`src/rtl/str_cmp_pkg.sv`:
```
package str_cmp_pkg;
  localparam int unsigned LANES  = 4;
  localparam int unsigned BYTE_W = 8;
  localparam int unsigned WORD_W = LANES * BYTE_W;
  typedef logic [BYTE_W-1:0] byte_t;
endpackage

```
`src/rtl/str_cmp_pat_store.sv`:
```
module str_cmp_pat_store
  import str_cmp_pkg::*;
#(
  parameter int unsigned NUM_PAT = 4,
  parameter int unsigned PAT_LEN = 16,
  parameter int unsigned SEL_W   = 2,
  parameter int unsigned POS_W   = 4
) (
  input  logic                                clk_i,
  input  logic                                rst_ni,
  input  logic                                we_i,
  input  logic [SEL_W-1:0]                    sel_i,
  input  logic [POS_W-1:0]                    pos_i,
  input  byte_t                               byte_i,
  input  logic                                en_i,
  output logic [NUM_PAT-1:0][PAT_LEN-1:0][7:0] pat_o,
  output logic [NUM_PAT-1:0][PAT_LEN-1:0]      en_o,
  output logic [NUM_PAT-1:0]                   any_en_o
);

  logic wr_ok;
  assign wr_ok = we_i && (int'(sel_i) < NUM_PAT) && (int'(pos_i) < PAT_LEN);

  always_ff @(posedge clk_i or negedge rst_ni) begin
    if (!rst_ni) begin
      pat_o <= '0;
      en_o  <= '0;
    end else if (wr_ok) begin
      pat_o[sel_i][pos_i] <= byte_i;
      en_o[sel_i][pos_i]  <= en_i;
    end
  end

  for (genvar p = 0; p < NUM_PAT; p++) begin : g_any
    assign any_en_o[p] = |en_o[p];
  end

  // a write lands at the addressed slot byte
  a_r2_write_lands: assert property (@(posedge clk_i) disable iff (!rst_ni)
    wr_ok |=> (pat_o[$past(sel_i)][$past(pos_i)] == $past(byte_i)) &&
              (en_o[$past(sel_i)][$past(pos_i)] == $past(en_i)));

endmodule

```
`src/rtl/str_cmp_window.sv`:
```
module str_cmp_window
  import str_cmp_pkg::*;
#(
  parameter int unsigned PAT_LEN = 16,
  parameter int unsigned WIN     = PAT_LEN - 1 + LANES
) (
  input  logic                     clk_i,
  input  logic                     rst_ni,
  input  logic                     valid_i,
  input  logic                     sop_i,
  input  logic                     eop_i,
  input  logic [WORD_W-1:0]        data_i,
  input  logic [LANES-1:0]         keep_i,
  output logic [WIN-1:0][7:0]      win_o,
  output logic [WIN-1:0]           vld_o,
  output logic                     s1_vld_o,
  output logic                     s1_sop_o,
  output logic                     s1_eop_o
);

  localparam int unsigned HIST = PAT_LEN - 1;

  logic [WIN-1:0][7:0] win_q, nxt_win;
  logic [WIN-1:0]      vld_q, nxt_vld;

  // window index 0 is the oldest byte; the newest word fills the top lanes
  always_comb begin
    for (int i = 0; i < HIST; i++) begin
      nxt_win[i] = win_q[LANES + i];
      nxt_vld[i] = vld_q[LANES + i] & ~sop_i;
    end
    for (int k = 0; k < LANES; k++) begin
      nxt_win[HIST + k] = data_i[BYTE_W*k +: BYTE_W];
      nxt_vld[HIST + k] = eop_i ? keep_i[k] : 1'b1;
    end
  end

  always_ff @(posedge clk_i or negedge rst_ni) begin
    if (!rst_ni) begin
      win_q    <= '0;
      vld_q    <= '0;
      s1_vld_o <= 1'b0;
      s1_sop_o <= 1'b0;
      s1_eop_o <= 1'b0;
    end else begin
      s1_vld_o <= valid_i;
      s1_sop_o <= valid_i & sop_i;
      s1_eop_o <= valid_i & eop_i;
      if (valid_i) begin
        win_q <= nxt_win;
        vld_q <= nxt_vld;
      end
    end
  end

  assign win_o = win_q;
  assign vld_o = vld_q;

  // idle cycles leave the byte window untouched
  a_r1_idle_hold: assert property (@(posedge clk_i) disable iff (!rst_ni)
    !valid_i |=> $stable(win_q) && $stable(vld_q));

  // a start beat wipes all history bytes
  a_r4_sop_clear: assert property (@(posedge clk_i) disable iff (!rst_ni)
    (valid_i && sop_i) |=> (vld_q[HIST-1:0] == '0));

  // keep has no effect on beats other than the last
  a_r5_mid_full: assert property (@(posedge clk_i) disable iff (!rst_ni)
    (valid_i && !eop_i) |=> (&vld_q[WIN-1:HIST]));

endmodule

```
`src/rtl/str_cmp_match_array.sv`:
```
module str_cmp_match_array
  import str_cmp_pkg::*;
#(
  parameter int unsigned NUM_PAT = 4,
  parameter int unsigned PAT_LEN = 16,
  parameter int unsigned WIN     = PAT_LEN - 1 + LANES
) (
  input  logic                                 clk_i,
  input  logic                                 rst_ni,
  input  logic [WIN-1:0][7:0]                  win_i,
  input  logic [WIN-1:0]                       vld_i,
  input  logic                                 s1_vld_i,
  input  logic                                 s1_sop_i,
  input  logic                                 s1_eop_i,
  input  logic [NUM_PAT-1:0][PAT_LEN-1:0][7:0] pat_i,
  input  logic [NUM_PAT-1:0][PAT_LEN-1:0]      en_i,
  input  logic [NUM_PAT-1:0]                   any_en_i,
  output logic [NUM_PAT-1:0][LANES-1:0]        hit_o,
  output logic                                 s2_vld_o,
  output logic                                 s2_sop_o,
  output logic                                 s2_eop_o
);

  for (genvar p = 0; p < NUM_PAT; p++) begin : g_pat
    for (genvar a = 0; a < LANES; a++) begin : g_align
      logic hit_c;

      // anchor at window index PAT_LEN-1+a; slot byte j sits at a+j
      always_comb begin
        logic ok;
        ok = 1'b1;
        for (int j = 0; j < PAT_LEN; j++) begin
          if (en_i[p][j] && !(vld_i[a+j] && (win_i[a+j] == pat_i[p][j])))
            ok = 1'b0;
        end
        hit_c = ok & vld_i[PAT_LEN-1+a] & any_en_i[p];
      end

      always_ff @(posedge clk_i or negedge rst_ni) begin
        if (!rst_ni) hit_o[p][a] <= 1'b0;
        else         hit_o[p][a] <= s1_vld_i & hit_c;
      end

      // an invalid lane is never an anchor
      a_r5_anchor_valid: assert property (@(posedge clk_i) disable iff (!rst_ni)
        (s1_vld_i && !vld_i[PAT_LEN-1+a]) |=> !hit_o[p][a]);

      // an empty slot never hits
      a_r7_empty_slot: assert property (@(posedge clk_i) disable iff (!rst_ni)
        !any_en_i[p] |=> !hit_o[p][a]);
    end
  end

  always_ff @(posedge clk_i or negedge rst_ni) begin
    if (!rst_ni) begin
      s2_vld_o <= 1'b0;
      s2_sop_o <= 1'b0;
      s2_eop_o <= 1'b0;
    end else begin
      s2_vld_o <= s1_vld_i;
      s2_sop_o <= s1_sop_i;
      s2_eop_o <= s1_eop_i;
    end
  end

endmodule

```
`src/rtl/str_cmp_collect.sv`:
```
module str_cmp_collect
  import str_cmp_pkg::*;
#(
  parameter int unsigned NUM_PAT = 4
) (
  input  logic                          clk_i,
  input  logic                          rst_ni,
  input  logic                          vld_i,
  input  logic                          sop_i,
  input  logic                          eop_i,
  input  logic [NUM_PAT-1:0][LANES-1:0] hit_i,
  output logic                          match_valid_o,
  output logic [NUM_PAT-1:0]            match_o
);

  logic [NUM_PAT-1:0] acc_q, nxt_acc;

  always_comb begin
    nxt_acc = sop_i ? '0 : acc_q;
    for (int p = 0; p < NUM_PAT; p++) nxt_acc[p] = nxt_acc[p] | (|hit_i[p]);
  end

  always_ff @(posedge clk_i or negedge rst_ni) begin
    if (!rst_ni) begin
      acc_q         <= '0;
      match_o       <= '0;
      match_valid_o <= 1'b0;
    end else begin
      match_valid_o <= vld_i & eop_i;
      if (vld_i) begin
        if (eop_i) begin
          match_o <= nxt_acc;
          acc_q   <= '0;
        end else begin
          acc_q   <= nxt_acc;
        end
      end
    end
  end

  // a report only follows a last beat leaving the compare stage
  a_r6_report_src: assert property (@(posedge clk_i) disable iff (!rst_ni)
    match_valid_o |-> $past(vld_i && eop_i));

  // a start beat drops hits from before it
  a_r4_acc_restart: assert property (@(posedge clk_i) disable iff (!rst_ni)
    (vld_i && sop_i && !eop_i && (hit_i == '0)) |=> (acc_q == '0));

endmodule

```
`src/rtl/str_cmp_top.sv`:
```
module str_cmp_top
  import str_cmp_pkg::*;
#(
  parameter int unsigned NUM_PAT = 4,
  parameter int unsigned PAT_LEN = 16,
  localparam int unsigned SEL_W  = (NUM_PAT > 1) ? $clog2(NUM_PAT) : 1,
  localparam int unsigned POS_W  = $clog2(PAT_LEN)
) (
  input  logic               clk_i,
  input  logic               rst_ni,
  input  logic               cfg_we_i,
  input  logic [SEL_W-1:0]   cfg_sel_i,
  input  logic [POS_W-1:0]   cfg_pos_i,
  input  logic [7:0]         cfg_byte_i,
  input  logic               cfg_en_i,
  input  logic               in_valid_i,
  input  logic               in_sop_i,
  input  logic               in_eop_i,
  input  logic [31:0]        in_data_i,
  input  logic [3:0]         in_keep_i,
  output logic               match_valid_o,
  output logic [NUM_PAT-1:0] match_o
);

  localparam int unsigned WIN = PAT_LEN - 1 + LANES;

  logic [NUM_PAT-1:0][PAT_LEN-1:0][7:0] pat;
  logic [NUM_PAT-1:0][PAT_LEN-1:0]      en;
  logic [NUM_PAT-1:0]                   any_en;
  logic [WIN-1:0][7:0]                  win;
  logic [WIN-1:0]                       wvld;
  logic                                 s1_vld, s1_sop, s1_eop;
  logic                                 s2_vld, s2_sop, s2_eop;
  logic [NUM_PAT-1:0][LANES-1:0]        hit;

  str_cmp_pat_store #(
    .NUM_PAT(NUM_PAT), .PAT_LEN(PAT_LEN), .SEL_W(SEL_W), .POS_W(POS_W)
  ) u_store (
    .clk_i, .rst_ni,
    .we_i(cfg_we_i), .sel_i(cfg_sel_i), .pos_i(cfg_pos_i),
    .byte_i(cfg_byte_i), .en_i(cfg_en_i),
    .pat_o(pat), .en_o(en), .any_en_o(any_en)
  );

  str_cmp_window #(.PAT_LEN(PAT_LEN), .WIN(WIN)) u_win (
    .clk_i, .rst_ni,
    .valid_i(in_valid_i), .sop_i(in_sop_i), .eop_i(in_eop_i),
    .data_i(in_data_i), .keep_i(in_keep_i),
    .win_o(win), .vld_o(wvld),
    .s1_vld_o(s1_vld), .s1_sop_o(s1_sop), .s1_eop_o(s1_eop)
  );

  str_cmp_match_array #(.NUM_PAT(NUM_PAT), .PAT_LEN(PAT_LEN), .WIN(WIN)) u_cmp (
    .clk_i, .rst_ni,
    .win_i(win), .vld_i(wvld),
    .s1_vld_i(s1_vld), .s1_sop_i(s1_sop), .s1_eop_i(s1_eop),
    .pat_i(pat), .en_i(en), .any_en_i(any_en),
    .hit_o(hit), .s2_vld_o(s2_vld), .s2_sop_o(s2_sop), .s2_eop_o(s2_eop)
  );

  str_cmp_collect #(.NUM_PAT(NUM_PAT)) u_col (
    .clk_i, .rst_ni,
    .vld_i(s2_vld), .sop_i(s2_sop), .eop_i(s2_eop), .hit_i(hit),
    .match_valid_o, .match_o
  );

  // fixed distance from last beat to report
  a_r6_latency: assert property (@(posedge clk_i) disable iff (!rst_ni)
    (in_valid_i && in_eop_i) |=> ##2 match_valid_o);

  // reports are single-cycle pulses when last beats are spaced apart
  a_r6_no_stray: assert property (@(posedge clk_i) disable iff (!rst_ni)
    (!in_valid_i || !in_eop_i) |=> ##2 !match_valid_o);

endmodule

```
`config.mk`:
```
export PLATFORM = sky130hd
export DESIGN_NAME = str_cmp_top
export DESIGN_NICKNAME = d
export VERILOG_FILES = /design/src/rtl/str_cmp_pkg.sv /design/src/rtl/str_cmp_pat_store.sv /design/src/rtl/str_cmp_window.sv /design/src/rtl/str_cmp_match_array.sv /design/src/rtl/str_cmp_collect.sv /design/src/rtl/str_cmp_top.sv
export SDC_FILE = /design/constraint.sdc
export NUM_CORES = 2
export LEC_CHECK = 0
export BUFFER_PORTS_ARGS = -buffer_cell sky130_fd_sc_hd__buf_2
export CORE_MARGIN = 2
export CORE_UTILIZATION = 34
export DETAILED_ROUTE_END_ITERATION = 8
export GPL_TIMING_DRIVEN = 0
export MAX_ROUTING_LAYER = met4
export SYNTH_ARGS = -nofsm -noshare
export SYNTH_HDL_FRONTEND = slang
export SYNTH_SLANG_ARGS = --single-unit
```
`constraint.sdc`:
```
create_clock -name clk_i -period 1.8 [get_ports clk_i]
set_clock_uncertainty 0.15 [all_clocks]
set_input_delay 0.27 -clock clk_i [delete_from_list [all_inputs] [get_ports clk_i]]
set_output_delay 0.27 -clock clk_i [all_outputs]
set_load 0.05 [all_outputs]
```
# Yosys cells after proc, flatten, opt, wreduce, memory -nomap -nowiden
# Index checks and enable logic that the tools add are counted.
[op_classes] reduce_logical=779 n_mux=272 n_lt_le_gt_ge=4 eq_ne=256 bitwise_logic=71
[op_table] op="equality test 8 bit" n=256
[op_table] op="logical AND 1 bit" n=514
[op_table] op="bitwise mux 512 bit" n=1
[op_table] op="two-way mux 1 bit" n=261
[op_table] op="demux 128 bit (select 2 bit)" n=1
[op_table] op="logical NOT 1 bit" n=256
[op_table] op="two-way mux 128 bit" n=1
[op_table] op="bitwise AND 1 bit" n=66
[op_table] op="bitwise mux 64 bit" n=1
[op_table] op="OR reduction 16 bit" n=4
[op_table] op="demux 16 bit (select 2 bit)" n=1
[op_table] op="demux 8 bit (select 4 bit)" n=1
[op_table] op="two-way mux 16 bit" n=1
[op_table] op="OR reduction 4 bit" n=4
[op_table] op="two-way mux 4 bit" n=2
[op_table] op="two-way mux 8 bit" n=1
[op_table] op="less-than comparator 4 x 5 -> 1 bit, second input constant" n=1
[op_table] op="demux 1 bit (select 4 bit)" n=1
[op_table] op="greater-or-equal comparator 4 x 1 -> 1 bit, second input constant" n=1
[op_table] op="bitwise OR 1 bit" n=4
[op_table] op="less-than comparator 2 x 3 -> 1 bit, second input constant" n=1
[op_table] op="greater-or-equal comparator 2 x 1 -> 1 bit, second input constant" n=1
[op_table] op="AND reduction 2 bit" n=1
[op_table] op="inverter 1 bit" n=1
[word_totals] input_bits=57 ff_bits=778 elab_cells=1495 out_inout_bits=5

# Logic depth before layout (Yosys ltp)
[depth] ltp_word=23 ltp_mapped=8 ltp_nobuf=6

# Modules after synthesis
# Synthesis repeated with hierarchy kept, for this count alone.
[hier_totals] hier_cells=5072 area_unflattened_um2=55645.9
[by_module_without_submodules] module="str_cmp_match_array" cells_each=3300 seq_area_each_um2=475.5 instances=1 area_per_inst_um2=26477.9
[by_module_without_submodules] module="str_cmp_pat_store" cells_each=1341 seq_area_each_um2=14413.8 instances=1 area_per_inst_um2=21976.1
[by_module_without_submodules] module="str_cmp_window" cells_each=395 seq_area_each_um2=4354.2 instances=1 area_per_inst_um2=6742.7
[by_module_without_submodules] module="str_cmp_collect" cells_each=36 seq_area_each_um2=225.2 instances=1 area_per_inst_um2=449.2

# Least setup slack after synthesis
# Ideal clock, no wire load.
[synth_timing] path_type="input to register" startpoint="input port cfg_sel_i[1]" endpoint="register u_store.en_o[13] in the netlist's numbering" stages=5 arrival_ns=1.670 t_required_ns=1.525 setup_slack_ns=-0.144 setup_time_ns=0.125 n_path_buf=2 path_cell_list="clkbuf_1 > or3b_2 > buf_2 > nor2_2 > mux2_2"
[synth_between] elab_chain_cells=5 elab_cells_between_ends=6 classes_between="order compare (2); mux (3); reduce/logical (1)"
[synth_lines] element="start: declaration" line="str_cmp_top.sv:12" source="input logic [SEL_W-1:0] cfg_sel_i,"
[synth_lines] element="less-than comparator 2 x 3 -> 1 bit (implied by the code) / greater-or-equal comparator 2 x 1 -> 1 bit (equally long branches)" line="str_cmp_pat_store.sv:30" source="en_o[sel_i][pos_i] <= en_i;"
[synth_lines] element="logical AND 1 bit (implied by the code)" line="str_cmp_pat_store.sv:30"
[synth_lines] element="two-way mux 16 bit (implied by the code)" line="str_cmp_pat_store.sv:30"
[synth_lines] element="demux 16 bit (select 2 bit) (*)"
[synth_lines] element="bitwise mux 64 bit (*)" line="str_cmp_pat_store.sv:30"
[synth_lines] element="end signal: indexed assignment" line="str_cmp_pat_store.sv:30"
[synth_lines] element="end: declaration" line="str_cmp_pat_store.sv:17" source="output logic [NUM_PAT-1:0][PAT_LEN-1:0] en_o,"
# Mark *: on every way between the ends. The rest lies on a longest branch, timed or not.
# A chain may end at the register's enable or synchronous reset.

# Worst setup path after layout
[layout_timing] startpoint="register u_win.win_q, in the netlist u_win.win_o[26]" endpoint="register u_cmp.hit_o[9] in the netlist's numbering"
[layout_between] elab_chain_cells=21
[layout_lines] element="start: declaration" line="str_cmp_window.sv:23" source="logic [WIN-1:0][7:0] win_q, nxt_win;"
[layout_lines] element="start signal: assignment" line="str_cmp_window.sv:50" source="win_q <= nxt_win;"
[layout_lines] element="equality test 8 bit" line="str_cmp_match_array.sv:33" source="if (en_i[p][j] && !(vld_i[a+j] && (win_i[a+j] == pat_i[p][j])))"
[layout_lines] element="logical AND 1 bit" line="str_cmp_match_array.sv:33"
[layout_lines] element="logical NOT 1 bit" line="str_cmp_match_array.sv:33"
[layout_lines] element="logical AND 1 bit" line="str_cmp_match_array.sv:33"
[layout_lines] element="two-way mux 1 bit (14 in a row)" line="str_cmp_match_array.sv:33"
[layout_lines] element="bitwise AND 1 bit (2 in a row)" line="str_cmp_match_array.sv:36" source="hit_c = ok & vld_i[PAT_LEN-1+a] & any_en_i[p];"
[layout_lines] element="bitwise AND 1 bit" line="str_cmp_match_array.sv:41" source="else hit_o[p][a] <= s1_vld_i & hit_c;"
[layout_lines] element="end signal: indexed assignment" line="str_cmp_match_array.sv:41"
[layout_lines] element="end: declaration" line="str_cmp_match_array.sv:18" source="output logic [NUM_PAT-1:0][LANES-1:0] hit_o,"
# No other way between the ends.

==> results.toml <==
[status]
status = "complete, but fails checks"
violations = "capacitance limit, slew limit, setup timing"

[timing]
timing.hold.ws_ps = 80.4
fin_ws_ps = -1270
hold_viol_final = 0
fin_crit_sh_pct = 171
rsz0062_at_grt = "true"
fin_setup_tns_ps = -64540
fin_crit_ps = 3070
final-max-slew-violation-count = 33
setup-violations-final = 378
max_freq_ghz = 0.326
max_slew_margin_pct = -9.35
tightest_slew_ps = 1640

[die]
die_area_um2 = 169000
fp-row-count = 149
die_w_um = 411
coreArea_um2 = 165000
ioPinCount = 62
die_h_um = 411
start_util_pct = 34.2

[setup_path]
crit_chain = "buf_12 -> buf_12 -> xnor2_2 -> nand4_1 -> o41ai_4 -> nand4_1 -> nor4b_2"
cp-start-kind = "flop"
worst_path_max_delay_cell = "o41ai_4"
r2r_cells = 7
crit_family = "simple AND/OR/NAND/NOR gates"
setup.worst_path.end_class = "flop"
worstPathArrival_ps = 3550
cp_max_fo = 3
slowest_delay_ps = 720
crit_type = "flop to flop"
crit_required_ps = 2280
cp_num_buf_inv = 2
crit_cells = 7

[place]
dp_hpwl_um = 214000
routabilityCongestion = 1.06
portBuffers = 50

[synth]
synth-edff-count = 0
syn_inst = 5532
synth.yosys.seq_area_share_pct = 34.6
synthArstFlopShare_pct = 100
ys_types = 42
syn_area_per_cell_um2 = 10.2
ys.flop_type = "dfrtp_1"
syn-num-nets = 5589
synth_warnings = 0
synth_area_um2 = 56200
synth_seq_cells = 778

[clock_tree]
cts_buffer_depth = 3
cts_sinks = 778
clk_pin_slew_ps = 70
htree_levels = 3
cts_tree = "yes"
insertion_delay_ps = 760
cts_buffers = 95
cts-root-buf = "clkbuf_16"

[layout]
final_util_pct = 43.6
fin_nets = 5987
layout-drive-gt1-share_pct = 33.0
area_delta_synth_final_pct = 27.7

[global_route]
grt_pass1_vias = 46200
grt_use_total_pct = 37.5
antenna_found_initial = 49
grt_max_degree = 114
grt_pass1_wl_um = 418000
overflow = 0

[power]
peakVddDrop_mv = 0.829
p_leak_nw = 28.1
cellPowerDensity_nw_per_um2 = 1190
power_mw = 85.2

[routing]
drt_pass1_iterations = 5
drc_errors = 0
num_vias = 49500
ant_nets = 0
wl_um = 316000
viasPerCell = 6.01
wl_per_cell_um = 38.4
drt_iter0_drc = 6960

[hold_path]
hold_path.class = "primary input to async pin"

[flow_run]
drv_cap = 3
-- layout make-up --
type,instances,area [um^2]
Sequential cell,778,19500
Fill cell,15300,92800
Inverter,24,131
Multi-Input combinational cell,3834,36200
Clock buffer,126,2670
Antenna cell,37,92.6
Clock inverter,47,613
Tap cell,2189,2740
Timing Repair Buffer,370,3600
Buffer,827,6270
-- kinds of logic (layout without fill, tap and decap cells) --
family / Yosys count / in the layout / share of synthesized area (%)
AO/OA/AOI/OAI: 261 / 261 / 3.74
XOR/XNOR: 2048 / 2048 / 31.9
buffers and inverters: 921 / 1394 / 6.94
flip-flops: 778 / 778 / 34.6
multiplexers: 728 / 728 / 14.6
other: 0 / 37 / 0
AND/OR/NAND/NOR: 796 / 797 / 8.21
-- where the power goes --
part / switching (mW) / total [mW] / internal, mW / leakage, nW
clock network: 8.82 / 20.9 / 12.0 / 1.59
registers: 2.41 / 22.4 / 20.0 / 10.1
logic: 24.6 / 42.0 / 17.4 / 16.5
-- final timing paths --
kind / start / to / slack (ps)
max: u_win.win_o[26]$_DFFE_PN0P_ / u_cmp.hit_o[9]$_DFF_PN0_ / -1270
min: rst_ni / u_store.pat_o[114]$_DFFE_PN0P_ / 80
max reg2reg: u_win.win_o[26]$_DFFE_PN0P_ / u_cmp.hit_o[9]$_DFF_PN0_ / -1270
min reg2reg: u_win.s1_eop_o$_DFF_PN0_ / u_cmp.s2_eop_o$_DFF_PN0_ / 200
max in group asynchronous: rst_ni / u_win.vld_o[6]$_DFFE_PN0P_ / -330
min in group clk_i: in_data_i[23] / u_win.win_o[143]$_DFFE_PN0P_ / 130
-- repair_timing --
action,CTS,global route
endpoints found under the hold margin,266,185
setup endpoints to repair,580,433
hold buffers,45,1
gates resized for setup,665,193
cloned,4,3
pin swaps,121,116
buffers inserted,131,92
-- worst register-to-register path, delay by kind of cell (launching register included) --
kind | cells | cell delay, ps
AO/OA/AOI/OAI | 1 | 720
AND/OR/NAND/NOR | 3 | 1280
flip-flops | 1 | 400
buffers and inverters | 2 | 290
XOR/XNOR | 1 | 110
-- cell usage in the layout, fill, tap and decap left out, types with 26 or more instances in the layout --
master	Yosys	layout
xnor2_1	1410	1351
dfrtp_1	778	754
mux2_2	724	723
xor2_1	638	637
clkbuf_1	478	359
nand4_1	320	320
buf_4	8	240
nand3_1	194	187
buf_12	0	109
buf_6	2	104
clkbuf_2	44	103
clkbuf_16	0	101
buf_2	278	99
o41ai_4	0	95
nor4_1	91	70
buf_1	87	68
o41ai_2	0	65
xnor2_2	0	52
nor3_1	58	51
nand2_1	46	45
dlygate4sd3_1	0	41
diode_2	0	37
buf_8	0	36
buf_16	0	29
o41ai_1	186	26
-- per-layer routing --
layer	vias to the layer above	global-route usage (%)	wire length, um
met5	-	-	0
met4	0	28.9	29700
met3	1187	11.4	39400
met2	3777	50.9	129000
met1	25100	46.1	118000
li1	19400	-	-
-- sequential cells by signal, indices dropped and copies added, names as in the netlist --
| signal | count |
|---|---|
| u_col.match_o | 4 |
| u_col.acc_q | 4 |
| u_win.s1_sop_o | 1 |
| u_cmp.s2_eop_o | 1 |
| u_cmp.s2_vld_o | 1 |
| u_store.en_o | 64 |
| u_cmp.hit_o | 16 |
| u_col.match_valid_o | 1 |
| u_cmp.s2_sop_o | 1 |
| u_win.vld_o | 19 |
| u_win.s1_eop_o | 1 |
| u_store.pat_o | 512 |
| u_win.win_o | 152 |
| u_win.s1_vld_o | 1 |
-- cells in the mapped netlist (9+ instances only) --
master    number  area [um^2]
buf_1         87          327
xnor2_1     1410        12300
nor4_1        91          569
o21ai_0       32          160
inv_1         24         90.1
buf_2        278         1390
nand3_1      194          971
nor2_2        12         75.1
clkbuf_2      44          220
dfrtp_1      778        19500
a221oi_1       9         78.8
nand4_1      320         2000
xor2_1       638         5590
nor3_1        58          290
a22oi_1       12         90.1
nor2_1        13         48.8
clkbuf_1     478         1790
nand2_1       46          173
nand3b_1      16          120
mux2_2       724         8150
o41ai_1      186         1630
-- per-stage QoR --
step	area (um^2)	std cells	setup slack [ps]
finish	71800	8232	-1270
global route	71800	8218	-1140
CTS	70000	8125	-997
detailed placement	61500	7818	-2270
global placement	60500	7771	-17230
floorplan	57500	5532	-87.7
Note: power is estimated with default switching activity, not from simulation.
